==> src/rtl/mmd_pkg.sv <==
package mmd_pkg;

  typedef enum logic [2:0] {
    LVL_NEG_FULL = 3'd0,
    LVL_NEG_HALF = 3'd1,
    LVL_ZERO     = 3'd2,
    LVL_POS_HALF = 3'd3,
    LVL_POS_FULL = 3'd4
  } level_e;

  // strobes from control to datapath
  typedef struct packed {
    logic cntClr;
    logic cntInc;
  } ctrl_strobe_t;

  // status from datapath to control
  typedef struct packed {
    logic mismatch;
    logic invalid;
    logic atLimit;
  } dp_status_t;

endpackage

==> src/rtl/mmd_datapath.sv <==
module mmd_datapath
  import mmd_pkg::*;
#(
  parameter int DATA_W = 16,
  parameter int LIMIT  = 5000
) (
  input  logic                     clk,
  input  logic                     rstN,
  input  logic signed [DATA_W-1:0] dcLink,
  input  logic signed [DATA_W-1:0] vTerm,
  input  logic [7:0]               gateWord,
  input  ctrl_strobe_t             strobe,
  output dp_status_t               status,
  output logic [2:0]               quantLevel,
  output logic [2:0]               expLevel,
  output logic                     badPattern
);

  localparam int EXT_W = DATA_W + 3;
  localparam int CNT_W = $clog2(LIMIT + 1);
  localparam int N_THR = 4;

  logic signed [EXT_W-1:0] dcExt, dcX3, vX4;
  logic signed [EXT_W-1:0] thr [N_THR];
  logic [N_THR-1:0]        above;
  logic [2:0]              quantNext;
  level_e                  expNext;
  logic                    badNext;
  logic [CNT_W-1:0]        runCnt;

  // scale so that midpoints +-Vdc/4 and +-3Vdc/4 become integers
  always_comb begin
    dcExt  = {{3{dcLink[DATA_W-1]}}, dcLink};
    dcX3   = (dcExt <<< 1) + dcExt;
    vX4    = {vTerm[DATA_W-1], vTerm, 2'b00};
    thr[0] = -dcX3;
    thr[1] = -dcExt;
    thr[2] = dcExt;
    thr[3] = dcX3;
  end

  // thermometer of midpoint crossings; ties fall toward zero
  for (genvar i = 0; i < N_THR; i++) begin : g_thr
    if (i < N_THR / 2) begin : g_neg
      assign above[i] = (vX4 >= thr[i]);
    end else begin : g_pos
      assign above[i] = (vX4 > thr[i]);
    end
  end

  always_comb begin
    quantNext = 3'd0;
    for (int k = 0; k < N_THR; k++) quantNext = quantNext + 3'(above[k]);
  end

  always_comb begin
    badNext = 1'b0;
    case (gateWord)
      8'hC3:               expNext = LVL_POS_FULL;
      8'hC6, 8'h63:        expNext = LVL_POS_HALF;
      8'hCC, 8'h66, 8'h33: expNext = LVL_ZERO;
      8'h6C, 8'h36:        expNext = LVL_NEG_HALF;
      8'h3C:               expNext = LVL_NEG_FULL;
      default: begin
        expNext = LVL_ZERO;
        badNext = 1'b1;
      end
    endcase
  end

  always_ff @(posedge clk) begin
    if (!rstN) begin
      quantLevel <= 3'(LVL_ZERO);
      expLevel   <= 3'(LVL_ZERO);
      badPattern <= 1'b0;
    end else begin
      quantLevel <= quantNext;
      expLevel   <= 3'(expNext);
      badPattern <= badNext;
    end
  end

  always_ff @(posedge clk) begin
    if (!rstN)                                      runCnt <= '0;
    else if (strobe.cntClr)                         runCnt <= '0;
    else if (strobe.cntInc && runCnt != CNT_W'(LIMIT)) runCnt <= runCnt + 1'b1;
  end

  assign status.mismatch = (quantLevel != expLevel);
  assign status.invalid  = badPattern;
  assign status.atLimit  = (runCnt == CNT_W'(LIMIT));

  AST_RUN_BOUNDED: assert property (@(posedge clk) disable iff (!rstN)
    runCnt <= CNT_W'(LIMIT));
  AST_MATCH_RESTARTS: assert property (@(posedge clk) disable iff (!rstN)
    (!badPattern && quantLevel == expLevel) |=> runCnt == '0);
  AST_INVALID_HOLDS: assert property (@(posedge clk) disable iff (!rstN)
    badPattern |=> $stable(runCnt));
  AST_INVALID_EXP_ZERO: assert property (@(posedge clk) disable iff (!rstN)
    badPattern |-> expLevel == 3'(LVL_ZERO));
  AST_LEVEL_RANGE: assert property (@(posedge clk) disable iff (!rstN)
    quantLevel <= 3'd4 && expLevel <= 3'd4);

endmodule

==> src/rtl/mmd_control.sv <==
module mmd_control
  import mmd_pkg::*;
(
  input  logic         clk,
  input  logic         rstN,
  input  logic         clearFault,
  input  dp_status_t   status,
  output ctrl_strobe_t strobe,
  output logic         faultFlag
);

  always_comb begin
    strobe.cntClr = !status.invalid && !status.mismatch;
    strobe.cntInc = !status.invalid &&  status.mismatch;
  end

  always_ff @(posedge clk) begin
    if (!rstN)                              faultFlag <= 1'b0;
    else if (clearFault)                    faultFlag <= 1'b0;
    else if (strobe.cntInc && status.atLimit) faultFlag <= 1'b1;
  end

  AST_FAULT_STICKY: assert property (@(posedge clk) disable iff (!rstN)
    (faultFlag && !clearFault) |=> faultFlag);
  AST_CLEAR_WINS: assert property (@(posedge clk) disable iff (!rstN)
    clearFault |=> !faultFlag);
  AST_FAULT_NEEDS_RUN: assert property (@(posedge clk) disable iff (!rstN)
    (!faultFlag && !status.atLimit) |=> !faultFlag);

endmodule

==> src/rtl/level_mismatch_detector.sv <==
module level_mismatch_detector
  import mmd_pkg::*;
#(
  parameter int DATA_W = 16,
  parameter int LIMIT  = 5000
) (
  input  logic                     clk,
  input  logic                     rstN,
  input  logic                     clearFault,
  input  logic signed [DATA_W-1:0] dcLink,
  input  logic signed [DATA_W-1:0] vTerm,
  input  logic [7:0]               gateWord,
  output logic [2:0]               quantLevel,
  output logic [2:0]               expLevel,
  output logic                     badPattern,
  output logic                     faultFlag
);

  ctrl_strobe_t strobe;
  dp_status_t   status;

  mmd_datapath #(.DATA_W(DATA_W), .LIMIT(LIMIT)) dp_i (
    .clk(clk), .rstN(rstN), .dcLink(dcLink), .vTerm(vTerm),
    .gateWord(gateWord), .strobe(strobe), .status(status),
    .quantLevel(quantLevel), .expLevel(expLevel), .badPattern(badPattern)
  );

  mmd_control ctl_i (
    .clk(clk), .rstN(rstN), .clearFault(clearFault),
    .status(status), .strobe(strobe), .faultFlag(faultFlag)
  );

endmodule

==> config.mk <==
export PLATFORM = sky130hd
export DESIGN_NAME = level_mismatch_detector
export DESIGN_NICKNAME = d
export VERILOG_FILES = /design/src/rtl/mmd_pkg.sv /design/src/rtl/mmd_datapath.sv /design/src/rtl/mmd_control.sv /design/src/rtl/level_mismatch_detector.sv
export SDC_FILE = /design/constraint.sdc
export NUM_CORES = 1
export LEC_CHECK = 0
export ABC_AREA = 1
export BUFFER_PORTS_ARGS = -buffer_cell sky130_fd_sc_hd__buf_2
export CORE_MARGIN = 2
export CORE_UTILIZATION = 45
export CTS_BUF_LIST = sky130_fd_sc_hd__clkbuf_8
export DETAILED_ROUTE_END_ITERATION = 8
export GPL_TIMING_DRIVEN = 0
export PLACE_DENSITY = 0.68
export SYNTH_ARGS = -nofsm -noshare
export SYNTH_HDL_FRONTEND = slang
export SYNTH_SLANG_ARGS = --single-unit
==> constraint.sdc <==
create_clock -name clk -period 4.87 [get_ports clk]
set_input_delay 0.487 -clock clk [delete_from_list [all_inputs] [get_ports clk]]
set_output_delay 0.487 -clock clk [all_outputs]
set_load 0.01 [all_outputs]
; Yosys cells after proc, flatten, opt, wreduce, memory -nomap -nowiden
; Index checks and enable logic that the tools add are counted.
[totals]
inputBits = 43
elab_cells = 42
output_inout_bits = 8
reg_bits = 21
[classes]
n_reduce_logical = 11
n_addsub = 7
muxes = 2
eq_ne = 12
bitwise_logic = 1
magnitude_cmp = 4
[ops]
columns = cell, count
row1 = $ge 18x19->1, 2
row2 = $eq 8x6->1 const B, 3
row3 = $eq 8x7->1 const B, 3
row4 = $eq 8x8->1 const B, 3
row5 = $neg 16->19, 1
row6 = $neg 18->19, 1
row7 = $add 17x16->18, 1
row8 = $gt 18x16->1, 1
row9 = $gt 18x18->1, 1
row10 = $add 13x1->13 const B, 1
row11 = $eq 13x13->1 const B, 1
row12 = $ne 13x13->1 const B, 1
row13 = $pmux 3 s4, 1
row14 = $reduce_or 9->1, 1
row15 = $reduce_or 2->1, 4
row16 = $add 3x1->3, 2
row17 = $logic_and 1x1->1, 4
row18 = $ne 3x3->1, 1
row19 = $add 1x1->2, 1
row20 = $logic_not 1->1, 2
row21 = $mux 1, 1
row22 = $not 1->1, 1

; Depth between registers and ports, before layout
[depth]
depth_word = 6
mapped_depth = 32
mapped_depth_nobuf = 32

; Hierarchy
; Synthesis repeated with hierarchy kept, for this count alone.
[hier_totals]
cells_unflattened = 752
hier_area_um2 = 4748.3
[modules_own_cells]
columns = module, cells_per_inst, n_inst, seq_area_each_um2, area_per_inst_um2
row1 = mmd_datapath, 742, 1, 400.4, 4688.2
row2 = mmd_control, 10, 1, 20.0, 60.1

; Worst setup path after synthesis
; Ideal clock, no wire load.
[synth_path]
path_type = input -> register
from = input dcLink[0]
to = register dp_i.quantLevel[1]
stages = 28
t_required_ns = 4.747
slack_ns = 0.181
n_path_buf = 0
arrival_time_ns = 4.566
setup_time_ns = 0.123
path_cell_list = ha_1 -> inv_1 -> fa_1 -> nand2_1 -> nor2_1 -> nand2_1 -> inv_1 -> nand3_1 -> nor2_2 -> nand3_4 -> nor2_4 -> nand3_2 -> nor3_1 -> nor2_1 -> ha_1 -> and3_1 -> nand2_1 -> a21oi_1 -> a211oi_1 -> nand3_1 -> or2_2 -> nand3_1 -> ha_1 -> inv_1 -> fa_1 -> inv_1 -> ha_1 -> or2_2
[synth_between]
elab_chain_cells = 6
word_cells_on_any_way = 10
classes_between = add/sub (6) / order compare (4)
[synth_lines]
columns = element, line
row1 = from (decl), level_mismatch_detector.sv:10  ; input logic signed [DATA_W-1:0] dcLink,
row2 = $add 17x16->18, mmd_datapath.sv:34  ; dcX3 = (dcExt <<< 1) + dcExt;
row3 = $neg 18->19, mmd_datapath.sv:36  ; thr[0] = -dcX3;
row4 = $ge 18x19->1, mmd_datapath.sv:45  ; assign above[i] = (vX4 >= thr[i]);
row5 = $add 1x1->2, mmd_datapath.sv:53  ; for (int k = 0; k < N_THR; k++) quantNext = quantNext + 3'(above[k]);
row6 = $add 3x1->3, mmd_datapath.sv:53
row7 = $add 3x1->3 (*), mmd_datapath.sv:53
row8 = net dp_i.quantNext[1], mmd_datapath.sv:26  ; logic [2:0] quantNext;
row9 = to (signal assigned), mmd_datapath.sv:73  ; quantLevel <= 3'(LVL_ZERO);
row10 = to (signal assigned), mmd_datapath.sv:77  ; quantLevel <= quantNext;
row11 = to (decl), mmd_datapath.sv:14  ; output logic [2:0] quantLevel,
; The timed path passes the listed nets; every way through them passes the cells marked *.
; A chain may end at the register's enable or synchronous reset.

; Final worst setup path
[layout_path]
from = input dcLink[1]
to = register dp_i.quantLevel[1]
; The elaborated chain is that of the path after synthesis.

==> metrics.cfg <==
[run_status]
run_status=finished clean

[placement]
gp_congestion=0.898
dp.final_hpwl_um=10100
dpl_cell_area_um2=4970
port_buffers=50

[logic_synthesis]
synth_area_leaders=ha_1 (27%), nand2_1 (13%), dfxtp_1 (9.2%)
synth_seq_cells=21
synth_area_per_cell_um2=6.44
yosys.cell_count.top_type=nand2_1
async_flop_share=0
synth_common_cells=nand2_1 (162), inv_1 (106), ha_1 (99)
synth_cell_types=41
syn_nets=852
synthCells=708
synth_top_cell_area_share=0.272
synth_top_area_cell=ha_1
synthesis.area_um2=4560
synth_flop_cell=dfxtp_1
synth-edff-count=0
synth_warnings=0
yosysSeqAreaShare=0.0923

[floorplanning]
initial_core_util=0.464
num_rows=36
die-height_um=105
ios=51
die_w_um=105
die_area_um2=10900
coreArea_um2=9820

[flow_run]
max_cap_violations=0

[timing]
finalHoldViolations=0
setup_viol=0
finalCritPeriodShare=0.955
relSlewSlack=0.639
period_minus_slack_ns=4.65
fmax_ghz=0.215
clock_skew_ns=0.00525
tightestPinTransition_ns=0.535
drv_slew=0

[grt]
track_usage=0.219
grt_pass1_wl_um=20200
grt_max_degree=13
grt_pass1_vias=4527
antenna_found_initial=0
grt_remaining_overflow=0

[critical_path]
cp_max_fo=3
endpoint_kind=register
cp.buffers_inverters=5
cp.arrival_ns=4.80
crit_path_top_delay_cell=fa_2
crit_type=input port to register
path_common_cell=nand2_1
startpoint=dcLink[1]
critical-path-top-delay-family=simple AND/OR/NAND/NOR gates
r2r_start=dp_i.runCnt[0]$_SDFFE_PP0P_
worst_path_largest_cell_delay_ns=0.57
ff2ff_setup_slack_ns=2.96
r2r_cells=11
cp-start-kind=input port
critPathRequiredTime_ns=5.02
r2r-end=dp_i.runCnt[6]$_SDFFE_PP0P_

[pwr]
ir_worst_vdd_mv=0.113
p_leak_nw=2.70
powerDensity_nw_per_um2=168
total_power_mw=0.887

[detailed_routing]
drt_iter0_drc=196
drt-total-wl_um=12100
first_pass_iters=5
via_per_inst=5.20
wire_per_inst_um=13.3
vias=4710
drcViolationCount=0
drtAntennaViolNets=0

[clock_network]
cts_tree=yes
clk_pin_slew_ns=0.07
cts_made_buffers=3
htree_levels=1
hold_buffers=0
clockRootBuffer=clkbuf_8
clock_latency_ns=0.26
cts.path.max_buffers=2
cts_num_sinks=21

[finish]
nFillCells=1024
layout.nets=918
area_growth_pct=16.0
n_antenna_cell=0
fin_area_um2=5290
drive_above_1_share=0.204
utilization=0.538

[min_path]
hp-class=input port to register
whs_path_depth=2
min_from=clearFault
hold_end=ctl_i.faultFlag$_SDFFE_PP0P_

==> area by class of cell <==
| class | instances | area, um2 | area share |
|---|---|---|---|
| clock inverters | 1 | 5.00 | 0.000947 |
| inverters | 113 | 429 | 0.0812 |
| clock buffers | 3 | 41.3 | 0.00781 |
| flip-flops and latches | 21 | 420 | 0.0795 |
| repair buffers | 61 | 345 | 0.0653 |
| well taps | 133 | 166 | 0.0315 |
| multi-input cells | 572 | 3860 | 0.731 |
| plain buffers | 2 | 16.3 | 0.00308 |
==> worst max path at each step <==
stage	end	slack (ns)	depth (start not counted)
after global placement	dp_i.quantLevel[1]$_SDFF_PN1_	-0.57	30
after global routing	dp_i.quantLevel[1]$_SDFF_PN1_	-0.05	28
final	dp_i.quantLevel[1]$_SDFF_PN1_	0.22	28
after CTS	dp_i.quantLevel[1]$_SDFF_PN1_	0.02	30
after detailed placement	dp_i.quantLevel[1]$_SDFF_PN1_	-0.65	29
after floorplan	dp_i.quantLevel[1]$_SDFF_PN1_	0.18	28
==> where the power goes <==
| group | switching [mW] | internal (mW) |
|---|---|---|
| clock network | 0.0555 | 0.0570 |
| registers | 0.00757 | 0.183 |
| logic | 0.365 | 0.219 |
==> placed cells by master (no fill, tap or decap), types with 2 or more instances in the layout <==
cell type | Yosys | routed
dfxtp_1 | 21 | 21
xnor2_1 | 7 | 7
ha_1 | 99 | 93
nand2_1 | 162 | 155
or2_2 | 3 | 2
nand3_2 | 6 | 10
ha_2 | 0 | 3
a21oi_2 | 1 | 2
o21ai_0 | 21 | 21
a21oi_1 | 48 | 47
nor2_2 | 12 | 9
nand3_1 | 48 | 43
and2_1 | 2 | 2
nor3_1 | 17 | 16
nand3b_1 | 4 | 4
inv_2 | 6 | 16
nor4_1 | 5 | 5
ha_4 | 0 | 3
nand2_2 | 17 | 22
nand3_4 | 1 | 2
o211ai_1 | 4 | 4
nor2_4 | 1 | 7
xor2_1 | 25 | 25
clkbuf_8 | 0 | 3
buf_6 | 1 | 3
nand4_1 | 19 | 19
buf_4 | 0 | 11
nor2_1 | 51 | 48
nand2_4 | 5 | 7
buf_2 | 1 | 49
inv_1 | 106 | 95
inv_4 | 1 | 2
==> logic make-up (layout without fill, tap and decap cells) <==
kind of cell | count (synthesis) | count (layout) | synth area share
adder cells (fa/ha/maj) | 101 | 101 | 0.281
AND/OR/NAND/NOR | 356 | 356 | 0.370
buffers and inverters | 115 | 180 | 0.0972
flip-flops | 21 | 21 | 0.0923
XOR/XNOR | 32 | 32 | 0.0615
AO/OA/AOI/OAI | 83 | 83 | 0.0986
==> layer usage <==
layer	wire length, um	track usage	vias to the layer above
met2	6130	0.415	81
met1	5390	0.267	2144
met5	0	0	-
li1	-	-	2470
met4	216	0.0543	0
met3	314	0.0125	15
==> timing repair <==
| action | in CTS | in global routing |
|---|---|---|
| pin swaps | 9 | 20 |
| setup buffers | 8 | 3 |
| setup endpoints to repair | 3 | 1 |
| resized for setup | 11 | 44 |
==> registers in the layout, indices dropped and copies added (netlist names) <==
register and flops:
dp_i.badPattern 1, dp_i.runCnt 13, dp_i.quantLevel 3, dp_i.expLevel 3
ctl_i.faultFlag 1
==> per-stage QoR <==
stage                     hold WS [ns]  worst slack (ns)  cells  TNS [ns]
final                            0.374             0.218    906         0
after global routing             0.371           -0.0458    906   -0.0458
after CTS                        0.373            0.0154    903         0
after detailed placement         0.464            -0.648    891     -1.25
after global placement           0.455            -0.568    891     -1.01
after floorplan                  0.441             0.181    708         0
Power figures use the tool's default switching activity.
